**src/rtl/dxs_pkg.sv**
```systemverilog
package dxs_pkg;
  typedef enum logic {S_IDLE, S_BUSY} dxs_state_e;
  typedef enum logic [2:0] {
    RSP_DONE = 3'd0, RSP_PARK = 3'd1, RSP_EOD = 3'd2, RSP_EOC = 3'd3, RSP_ERR = 3'd4
  } dxs_resp_e;
  localparam logic [1:0] OP_READ = 2'd0;
  localparam logic [1:0] OP_COPY = 2'd3;
endpackage

```
**src/rtl/dxs_offset.sv**
```systemverilog
module dxs_offset #(
  parameter int LBA_W = 24,
  parameter int IDX_W = 21,
  localparam int OFF_W = LBA_W + 12
) (
  input  logic             pkt_i,
  input  logic [LBA_W-1:0] lba_i,
  input  logic [IDX_W-1:0] idx_i,
  output logic [OFF_W-1:0] off_o
);
  logic [OFF_W-1:0] base;
  always_comb begin
    if (pkt_i) base = {1'b0, lba_i, 11'b0};
    else       base = {3'b0, lba_i, 9'b0};
    off_o = base + {{(OFF_W-IDX_W){1'b0}}, idx_i};
  end
endmodule

```
**src/rtl/dxs_counters.sv**
```systemverilog
module dxs_counters #(
  parameter int REM_W = 21,
  parameter int LEN_W = 16
) (
  input  logic                    clk_i,
  input  logic                    rst_ni,
  input  logic                    load_i,
  input  logic signed [REM_W-1:0] load_val_i,
  input  logic                    step_i,
  input  logic [LEN_W-1:0]        step_len_i,
  input  logic                    clr_i,
  output logic signed [REM_W-1:0] rem_o,
  output logic [REM_W-1:0]        idx_o
);
  logic [REM_W-1:0] len_ext;
  assign len_ext = {{(REM_W-LEN_W){1'b0}}, step_len_i};

  always_ff @(posedge clk_i or negedge rst_ni) begin
    if (!rst_ni) begin
      rem_o <= '0;
      idx_o <= '0;
    end else if (load_i) begin
      rem_o <= load_val_i;
      idx_o <= '0;
    end else if (clr_i) begin
      rem_o <= '0;
    end else if (step_i) begin
      rem_o <= rem_o - $signed(len_ext);
      idx_o <= idx_o + len_ext;
    end
  end

  assert_index_step_R7: assert property (@(posedge clk_i) disable iff (!rst_ni)
    (step_i && !load_i && !clr_i) |=> idx_o == $past(idx_o) + $past(len_ext));
endmodule

```
**src/rtl/dma_xfer_seq.sv**
```systemverilog
module dma_xfer_seq
  import dxs_pkg::*;
#(
  parameter int LBA_W = 24,
  parameter int CNT_W = 8,
  parameter int SZ_W  = 20,
  parameter int LEN_W = 16,
  localparam int OFF_W = LBA_W + 12,
  localparam int REM_W = ((SZ_W > CNT_W + 9) ? SZ_W : CNT_W + 9) + 1
) (
  input  logic             clk_i,
  input  logic             rst_ni,
  input  logic             start_i,
  input  logic             pkt_i,
  input  logic [1:0]       op_i,
  input  logic [LBA_W-1:0] lba_i,
  input  logic [CNT_W-1:0] nsec_i,
  input  logic [SZ_W-1:0]  pkt_size_i,
  output logic             kick_o,
  input  logic             chunk_req_i,
  input  logic [LEN_W-1:0] chunk_len_i,
  input  logic             chunk_err_i,
  output logic             chunk_rdy_o,
  output logic             resp_valid_o,
  output logic [2:0]       resp_code_o,
  output logic             al_req_o,
  output logic [1:0]       al_op_o,
  output logic [OFF_W-1:0] al_off_o,
  output logic [LEN_W-1:0] al_len_o,
  input  logic             al_done_i,
  output logic             active_o,
  output logic             stat_rdy_o,
  output logic             stat_seek_o,
  output logic             err_o,
  output logic             irq_o,
  output logic             cmd_ok_o
);
  dxs_state_e       state_q;
  logic             pkt_q, copy_q;
  logic [1:0]       op_q;
  logic [LBA_W-1:0] lba_q;
  logic [LEN_W-1:0] len_q;
  logic signed [REM_W-1:0] rem, load_val;
  logic [REM_W-1:0] idx, len_ext;
  logic [OFF_W-1:0] off;
  logic             take, step, clr, rem_done, nonblock;
  logic [LEN_W-1:0] copy_len;

  assign take     = chunk_req_i && state_q == S_IDLE && !start_i;
  assign step     = state_q == S_BUSY && al_done_i && !copy_q && !start_i;
  assign clr      = state_q == S_BUSY && al_done_i && copy_q && !start_i;
  assign rem_done = rem <= 0;
  assign nonblock = pkt_q && (&lba_q);
  assign len_ext  = {{(REM_W-LEN_W){1'b0}}, chunk_len_i};
  assign copy_len = ($unsigned(rem) < len_ext) ? rem[LEN_W-1:0] : chunk_len_i;
  assign chunk_rdy_o = state_q == S_IDLE;

  always_comb begin
    if (pkt_i) load_val = $signed({{(REM_W-SZ_W){1'b0}}, pkt_size_i});
    else       load_val = $signed({{(REM_W-CNT_W-9){1'b0}}, nsec_i, 9'b0});
  end

  dxs_counters #(.REM_W(REM_W), .LEN_W(LEN_W)) u_cnt (
    .clk_i, .rst_ni,
    .load_i(start_i), .load_val_i(load_val),
    .step_i(step), .step_len_i(len_q), .clr_i(clr),
    .rem_o(rem), .idx_o(idx)
  );

  dxs_offset #(.LBA_W(LBA_W), .IDX_W(REM_W)) u_off (
    .pkt_i(pkt_q), .lba_i(lba_q), .idx_i(idx), .off_o(off)
  );

  always_ff @(posedge clk_i or negedge rst_ni) begin
    if (!rst_ni) begin
      state_q <= S_IDLE;
      pkt_q <= 1'b0; copy_q <= 1'b0; op_q <= '0; lba_q <= '0; len_q <= '0;
      kick_o <= 1'b0; resp_valid_o <= 1'b0; resp_code_o <= RSP_DONE;
      al_req_o <= 1'b0; al_op_o <= '0; al_off_o <= '0; al_len_o <= '0;
      active_o <= 1'b0; stat_rdy_o <= 1'b0; stat_seek_o <= 1'b0;
      err_o <= 1'b0; irq_o <= 1'b0; cmd_ok_o <= 1'b0;
    end else begin
      kick_o <= 1'b0; resp_valid_o <= 1'b0; irq_o <= 1'b0; cmd_ok_o <= 1'b0;
      if (start_i) begin
        pkt_q <= pkt_i; op_q <= op_i; lba_q <= lba_i;
        active_o <= 1'b1; kick_o <= 1'b1;
        stat_rdy_o <= 1'b0; stat_seek_o <= 1'b0; err_o <= 1'b0;
        al_req_o <= 1'b0; state_q <= S_IDLE;
      end else if (take) begin
        resp_valid_o <= 1'b1;
        if (chunk_err_i) begin
          resp_code_o <= RSP_ERR; err_o <= 1'b1; active_o <= 1'b0;
        end else if (!active_o) begin
          resp_code_o <= RSP_PARK;
        end else if (rem_done) begin
          resp_code_o <= RSP_EOC; active_o <= 1'b0;
          if (pkt_q) cmd_ok_o <= 1'b1;
          else begin
            irq_o <= 1'b1; stat_rdy_o <= 1'b1; stat_seek_o <= 1'b1;
          end
        end else if (chunk_len_i == '0) begin
          resp_code_o <= RSP_EOD;
        end else if (nonblock) begin
          resp_valid_o <= 1'b0;
          al_req_o <= 1'b1; al_op_o <= OP_COPY; al_len_o <= copy_len;
          al_off_o <= {{(OFF_W-REM_W){1'b0}}, idx};
          copy_q <= 1'b1; state_q <= S_BUSY;
        end else if (!pkt_q && op_q == OP_COPY) begin
          resp_code_o <= RSP_ERR; err_o <= 1'b1; active_o <= 1'b0;
        end else begin
          resp_valid_o <= 1'b0;
          al_req_o <= 1'b1; al_op_o <= pkt_q ? OP_READ : op_q;
          al_off_o <= off; al_len_o <= chunk_len_i; len_q <= chunk_len_i;
          copy_q <= 1'b0; state_q <= S_BUSY;
        end
      end else if (state_q == S_BUSY && al_done_i) begin
        al_req_o <= 1'b0; state_q <= S_IDLE; resp_valid_o <= 1'b1;
        if (copy_q) begin
          resp_code_o <= RSP_EOC; cmd_ok_o <= 1'b1; active_o <= 1'b0;
        end else begin
          resp_code_o <= RSP_DONE;
        end
      end
    end
  end

  assert_kick_on_start_R1: assert property (@(posedge clk_i) disable iff (!rst_ni)
    start_i |=> kick_o && active_o);
  assert_park_idle_R2: assert property (@(posedge clk_i) disable iff (!rst_ni)
    (take && !active_o && !chunk_err_i) |=> resp_valid_o && resp_code_o == RSP_PARK && !al_req_o);
  assert_irq_status_R3: assert property (@(posedge clk_i) disable iff (!rst_ni)
    irq_o |-> stat_rdy_o && stat_seek_o && !active_o && !cmd_ok_o);
  assert_err_stops_R10: assert property (@(posedge clk_i) disable iff (!rst_ni)
    (take && chunk_err_i) |=> err_o && !active_o && !al_req_o);
  assert_req_hold_R11: assert property (@(posedge clk_i) disable iff (!rst_ni)
    (al_req_o && !al_done_i && !start_i) |=> al_req_o && !chunk_rdy_o);
endmodule

```
**config.mk**
```make
export PLATFORM = sky130hd
export DESIGN_NAME = dma_xfer_seq
export DESIGN_NICKNAME = d
export VERILOG_FILES = /design/src/rtl/dxs_pkg.sv /design/src/rtl/dxs_offset.sv /design/src/rtl/dxs_counters.sv /design/src/rtl/dma_xfer_seq.sv
export SDC_FILE = /design/constraint.sdc
export NUM_CORES = 1
export LEC_CHECK = 0
export CAP_MARGIN = 5
export CORE_ASPECT_RATIO = 0.5
export CORE_MARGIN = 1.5
export CORE_UTILIZATION = 47
export DETAILED_ROUTE_END_ITERATION = 10
export GPL_TIMING_DRIVEN = 0
export HOLD_SLACK_MARGIN = 0.05
export PLACE_DENSITY = 0.74
export SLEW_MARGIN = 20
export SYNTH_ARGS = -nofsm -noshare
export SYNTH_HDL_FRONTEND = slang
export SYNTH_SLANG_ARGS = --single-unit
```
**constraint.sdc**
```tcl
create_clock -name clk_i -period 3.7 [get_ports clk_i]
set_input_delay 0.74 -clock clk_i [delete_from_list [all_inputs] [get_ports clk_i]]
set_output_delay 0.74 -clock clk_i [all_outputs]
set_load 0.01 [all_outputs]
```
==> metrics.yaml, run 1 <==
synthArstFlopShare_pct: 100
drt_iter0_markers: 576
ys_types: 68
design.core.area_sq_um: 19600
synth.cell_area_sq_um: 9470
grt_pass1_vias: 8379
netlist_instances: 1023
drc: 0
ys_seq_area_share_pct: 39.9
drv_cap: 0
critPathMaxFanout: 18
rr_worst_depth: 12
rows: 36
p_per_area_nw_per_um2: 547
cts_tree: "built"
ys_warn_count: 0
worstSetupStartpointType: "flip-flop"
viasPerCell: 5.93
slew_violations: 0
setup_viol: 0
dr.pass1.iters: 5
grt_overflow: 0
n_antenna_cell: 0
grt.total_usage_pct: 28.3
whs_ns: 0.267
io_pins: 144
synthFlopType: "dfrtp_1"
mostFrequentLayoutCell: "dfrtp_1"
dr_total_vias: 8677
grt_pass1_wl_mm: 45.4
synth_seq_cells: 151
endpoint_kind: "flip-flop"
post-route-util_pct: 61.0
period_needed_ns: 3.52
rsz0062_at_grt: "no"
syn2layout_area_growth_pct: 26.3
syn_area_per_cell_sq_um: 9.25
num-fill-cells: 1676
cts_buffers: 17
htree_levels: 4
p_leak_nw: 5.35
drive_above_1_share_pct: 10.4
syn_nets: 1162
dp_slack_ns: -0.845
regArea_sq_um: 3780
cts_hold_buffers: 0
layout.cells.most_common_list: "dfrtp_1, nand2_1, clkdlybuf4s50_1"
grt_antenna_before_repair: 0
port_buffers: 142
layout.cells.non_filler: 1464
placed_cells: 1432
fin_skew_ns: 0.00771
die_h_um: 103
synth-edff-count: 0
arrival_ns: 3.85
fmax_ghz: 0.284
max-slew-margin-rel_pct: 36.3
worstSetupPathType: "reg -> reg"
die_area_sq_um: 21100
finalCritPeriodShare_pct: 95.2
hold_class: "in -> async"
place.gp.congestion: 0.901
clkSlewWorstSetupHoldPaths_ns: 0.07
ant_nets: 0
hpwl_mm: 22.0
initial_core_util_pct: 48.3
setup_ws_ns: 0.179
worst_slew_pin_slew_ns: 0.951
status: "finished clean"
fp.dieW_um: 204
nets: 1325
clk_path_buf_depth: 2
multi_input_area_sq_um: 5340
postRouteWirelength_mm: 28.9
wl_per_cell_um: 19.7
root_buffer: "clkbuf_16"
cp.required_ns: 4.03
numClockSinks: 151
peakVddDrop_v: 0.000289
hold_viol: 0
clock_latency_ns: 0.44
grt_max_degree: 79
==> worst max-delay path: stages (launching register included) <==
cell,delay (ns)
dfrtp_1,0.32
buf_2,0.30
buf_2,0.33
clkbuf_4,0.30
mux2_2,0.39
ha_1,0.36
o21a_1,0.17
o22a_1,0.19
o31ai_4,0.11
o31ai_4,0.32
nand3_1,0.17
nor3b_1,0.17
a211o_1,0.27
==> kinds of logic (layout without fill, tap and decap cells) <==
logic type,count (synthesis),count (layout),share of synthesized area (%)
fa+ha+maj,62,62,8.43
flops,151,151,39.9
simple gates,314,314,15.8
buf+inv,97,272,4.11
xor+xnor,41,41,3.79
mux,85,85,9.77
compound gates,273,273,18.1
==> registers in the layout, indices dropped and copies added (netlist names), 2 cells and up <==
signal       cells
len_q           16
al_len_o        16
al_off_o        36
u_cnt.rem_o     21
lba_q           24
resp_code_o      3
u_cnt.idx_o     21
op_q             2
al_op_o          2
==> worst paths after layout <==
kind / endpoint / startpoint / slack (ns)
max: al_off_o[33] / pkt_q / 0.18
min: al_len_o[6] / rst_ni / 0.27
max reg2reg: al_off_o[33] / pkt_q / 0.18
min reg2reg: al_off_o[18] / al_off_o[18] / 0.48
max in group asynchronous: al_off_o[21] / rst_ni / 2.64
min in group clk_i: al_off_o[18] / al_off_o[18] / 0.48
==> synthesized netlist by cell type (7+ instances only) <==
library cell | instances | area share (%)
ha_1 | 59 | 7.8
nor3_1 | 7 | 0.37
xor2_1 | 20 | 1.9
nor2_1 | 47 | 1.9
nand3_1 | 27 | 1.4
and3_1 | 9 | 0.59
o21a_1 | 10 | 0.79
dfrtp_1 | 151 | 40
o21ai_0 | 82 | 4.3
a21o_1 | 12 | 0.95
or3_1 | 7 | 0.46
a211oi_1 | 7 | 0.56
nor4_1 | 11 | 0.73
inv_1 | 50 | 2.0
mux2i_1 | 26 | 2.7
a31oi_1 | 14 | 0.93
o21ai_1 | 20 | 1.1
xnor2_1 | 21 | 1.9
a221oi_1 | 9 | 0.83
nand4_1 | 19 | 1.3
nand2_1 | 141 | 5.6
a21oi_1 | 65 | 3.4
and2_1 | 7 | 0.46
mux2_2 | 59 | 7.0
clkbuf_1 | 27 | 1.1
buf_1 | 7 | 0.28
buf_2 | 11 | 0.58
nor2b_1 | 13 | 0.86
==> routing by layer <==
layer	vias up	track usage (%)	routed length, um
met3	37	5.04	1970
met5	-	0	0
li1	4034	-	-
met1	4263	38.9	13400
met2	343	46.3	13100
met4	0	7.92	462
==> timing repair <==
item                                    4_1_cts  5_1_grt
pin swaps                                     1        1
setup buffers                                 2        0
endpoints found under the setup margin       20       14
hold endpoints to repair                      0        0
resized for setup                             3        7
==> per-stage QoR <==
step / cell area (sq um) / TNS (ns) / power [mW]
floorplan: 9470 / 0 / 3.65
global placement: 11200 / -647.69 / 4.51
detailed placement: 11300 / -9.04 / 4.57
CTS: 11900 / 0 / 6.53
global route: 12000 / 0 / 6.91
finish: 12000 / 0 / 6.54
==> report_power, final <==
part           internal (mW)  total (mW)  switching [mW]
sequential              1.96        2.31           0.356
clock                   1.22        1.95           0.735
combinational           1.09        2.28            1.19
total                   4.26        6.54            2.28
==> layout make-up <==
type | count | share of cell area, %
buffer | 46 | 1.70
clock buffer | 20 | 3.74
clock inverter | 11 | 1.64
inverter | 50 | 1.57
multi-input combinational | 775 | 44.7
sequential | 151 | 31.6
tap | 266 | 2.78
timing repair buffer | 145 | 12.3
No activity file was read; power rests on OpenSTA's default activity.
==> inputs of run 2 (changes only) <==
--- a/config.mk
+++ b/config.mk
@@ -6,13 +6,15 @@
 export NUM_CORES = 1
 export LEC_CHECK = 0
 export CAP_MARGIN = 5
+export CELL_PAD_IN_SITES_DETAIL_PLACEMENT = 1
+export CELL_PAD_IN_SITES_GLOBAL_PLACEMENT = 1
 export CORE_ASPECT_RATIO = 0.5
 export CORE_MARGIN = 1.5
-export CORE_UTILIZATION = 47
+export CORE_UTILIZATION = 38
 export DETAILED_ROUTE_END_ITERATION = 10
 export GPL_TIMING_DRIVEN = 0
 export HOLD_SLACK_MARGIN = 0.05
-export PLACE_DENSITY = 0.74
+export PLACE_DENSITY_LB_ADDON = 0.1
 export SLEW_MARGIN = 20
 export SYNTH_ARGS = -nofsm -noshare
 export SYNTH_HDL_FRONTEND = slang
==> metrics.yaml, run 2 (same netlist as run 1, synthesis figures left out) <==
cp_slowest_cell: "fa_1"
critPathBufInv: 3  # unchanged
root_buffer: "clkbuf_16"
p_leak_nw: 5.36  # +0.28%
design.core.area_sq_um: 24200  # +24%
grt_pass1_vias: 9046  # +8.0%
rows: 40  # +11%
die_h_um: 115  # +11%
place.gp.congestion: 0.900  # -0.12%
layout.cells.most_common_list: "dfrtp_1, nand2_1, clkdlybuf4s50_1"
fin_skew_ns: 0.00979  # +0.00207 ns
die_area_sq_um: 25900  # +23%
max-slew-margin-rel_pct: 37.3  # +0.97 points
placed_cells: 1502  # +4.9%
clkSlewWorstSetupHoldPaths_ns: 0.07  # about the same
postPlaceCellArea_sq_um: 11300  # +0.78%
postRouteWirelength_mm: 32.7  # +13%
rr_worst_depth: 13  # +1
drv_cap: 0  # unchanged
layout.cells.non_filler: 1533  # +4.7%
rsz0062_at_grt: "no"
slew_violations: 0  # unchanged
setup_ws_ns: 0.262  # +0.0827 ns
setup_viol: 0  # unchanged
fmax_ghz: 0.291  # +2.4%
grt_pass1_wl_mm: 51.6  # +14%
grt_overflow: 0  # unchanged
cp.required_ns: 4.03  # about the same
endpoint_kind: "flip-flop"
port_buffers: 142  # unchanged
clk_path_buf_depth: 2  # unchanged
critPathTopFamily: "compound AO/OA/AOI/OAI gates"
worstSetupStartpointType: "flip-flop"
cp_cell_sequence: "buf_2, buf_2, nor2b_1, ha_1, inv_1, fa_1, nor2b_1, o31a_1, o31ai_4, o31ai_4, nand3_1, nor3b_1, a211o_1"
r2r_slack_ns: 0.26  # +0.08 ns
fp.dieW_um: 226  # +11%
cts_buffers: 17  # unchanged
status: "finished clean"
cp_slowest_stage_delay_ns: 0.38  # about the same
numClockSinks: 151  # unchanged
drive_above_1_share_pct: 10.1  # -0.33 points
ant_nets: 0  # unchanged
peakVddDrop_v: 0.000346  # +20%
nets: 1324  # -0.075%
cts_hold_buffers: 0  # unchanged
grt_antenna_before_repair: 0  # unchanged
tns_ns: 0  # unchanged
dp_slack_ns: -0.948  # -0.103 ns
regMostFlops: "al_off_o"
critPathMaxFanout: 27  # +9
io_pins: 144  # unchanged
syn2layout_area_growth_pct: 27.5
hold_viol: 0  # unchanged
dr_total_vias: 8688  # +0.13%
drc: 0  # unchanged
worst_slew_pin_slew_ns: 0.937  # -0.0144 ns
arrival_ns: 3.77  # -0.08 ns
worstSetupPathType: "reg -> reg"
worstReg2RegStart: "pkt_q"
p_per_area_nw_per_um2: 562  # +2.8%
viasPerCell: 5.67  # -4.4%
multi_input_area_sq_um: 5340  # about the same
n_antenna_cell: 0  # unchanged
fin_area_sq_um: 12100  # +1.0%
wl_per_cell_um: 21.3  # +7.9%
num-fill-cells: 2817  # +68%
reg_top3: "al_off_o x36, lba_q x24"
regArea_sq_um: 3780  # unchanged
grt.total_usage_pct: 26.4  # -1.9 points
drt_iter0_markers: 413  # -28%
htree_levels: 4  # unchanged
dr.pass1.iters: 5  # unchanged
clock_latency_ns: 0.45  # about the same
largest_reg_flops: 36  # unchanged
power.total_mw: 6.79  # +3.8%
hold_class: "in -> async"
r2r_end: "al_off_o[33]"
period_needed_ns: 3.44  # -0.0827 ns
grt_max_degree: 85  # +7.6%
initial_core_util_pct: 39.1  # -9.2 points
mostFrequentLayoutCell: "dfrtp_1"
cts_tree: "built"
finalCritPeriodShare_pct: 92.9  # -2.2 points
hpwl_mm: 24.5  # +11%
## run 2: area by class of cell
class | instances | area share (%)
Inverter | 50 | 1.55
Timing Repair Buffer | 145 | 12.2
Multi-Input combinational cell | 775 | 44.2
Sequential cell | 151 | 31.3
Tap cell | 336 | 3.48
Buffer | 45 | 1.62
Clock buffer | 23 | 3.88
Clock inverter | 8 | 1.80
## run 2: how the worst max path moves through the flow
stage                     slack [ns]   start  cells after the start      endpoint
after floorplan                 0.11   pkt_q                     13  al_off_o[33]
after global placement         -4.50  rst_ni                      1        kick_o
after detailed placement       -0.95   pkt_q                     13  al_off_o[33]
after CTS                       0.06   pkt_q                     12  al_off_o[23]
after global routing            0.06   pkt_q                     13  al_off_o[33]
final                           0.26   pkt_q                     13  al_off_o[33]
## run 2: per-stage QoR
stage	util, %	hold WS, ns
after global placement	46.7	0.469
after floorplan	-	0.444
after CTS	49.8	0.317
after global routing	49.8	0.351
after detailed placement	46.8	0.475
final	49.8	0.293
## run 2: report_power, final
group / switching, mW / internal [mW]
Combinational: 1.26 / 1.09
Clock: 0.738 / 1.37
Sequential: 0.379 / 1.95
## run 2: worst register-to-register path: cells and delay by family, from the launching register on
| kind | cells | cell delay (ns) |
|---|---|---|
| compound gates | 4 | 1.02 |
| flops | 1 | 0.36 |
| buf+inv | 3 | 0.66 |
| fa+ha+maj | 2 | 0.58 |
| simple gates | 4 | 0.70 |
## run 2: timing repair
item	in CTS	in global routing
resized for setup	4	4
pin swaps	1	1
endpoints found under the setup margin	21	16
buffers inserted	2	0
## run 2: layer usage
metal / routed length, um / vias up / GRT usage, %
met4: 522 / 0 / 7.42
met3: 1300 / 38 / 4.08
met2: 15100 / 193 / 42.8
met1: 15800 / 4433 / 36.6
met5: 0 / - / 0
li1: - / 4024 / -
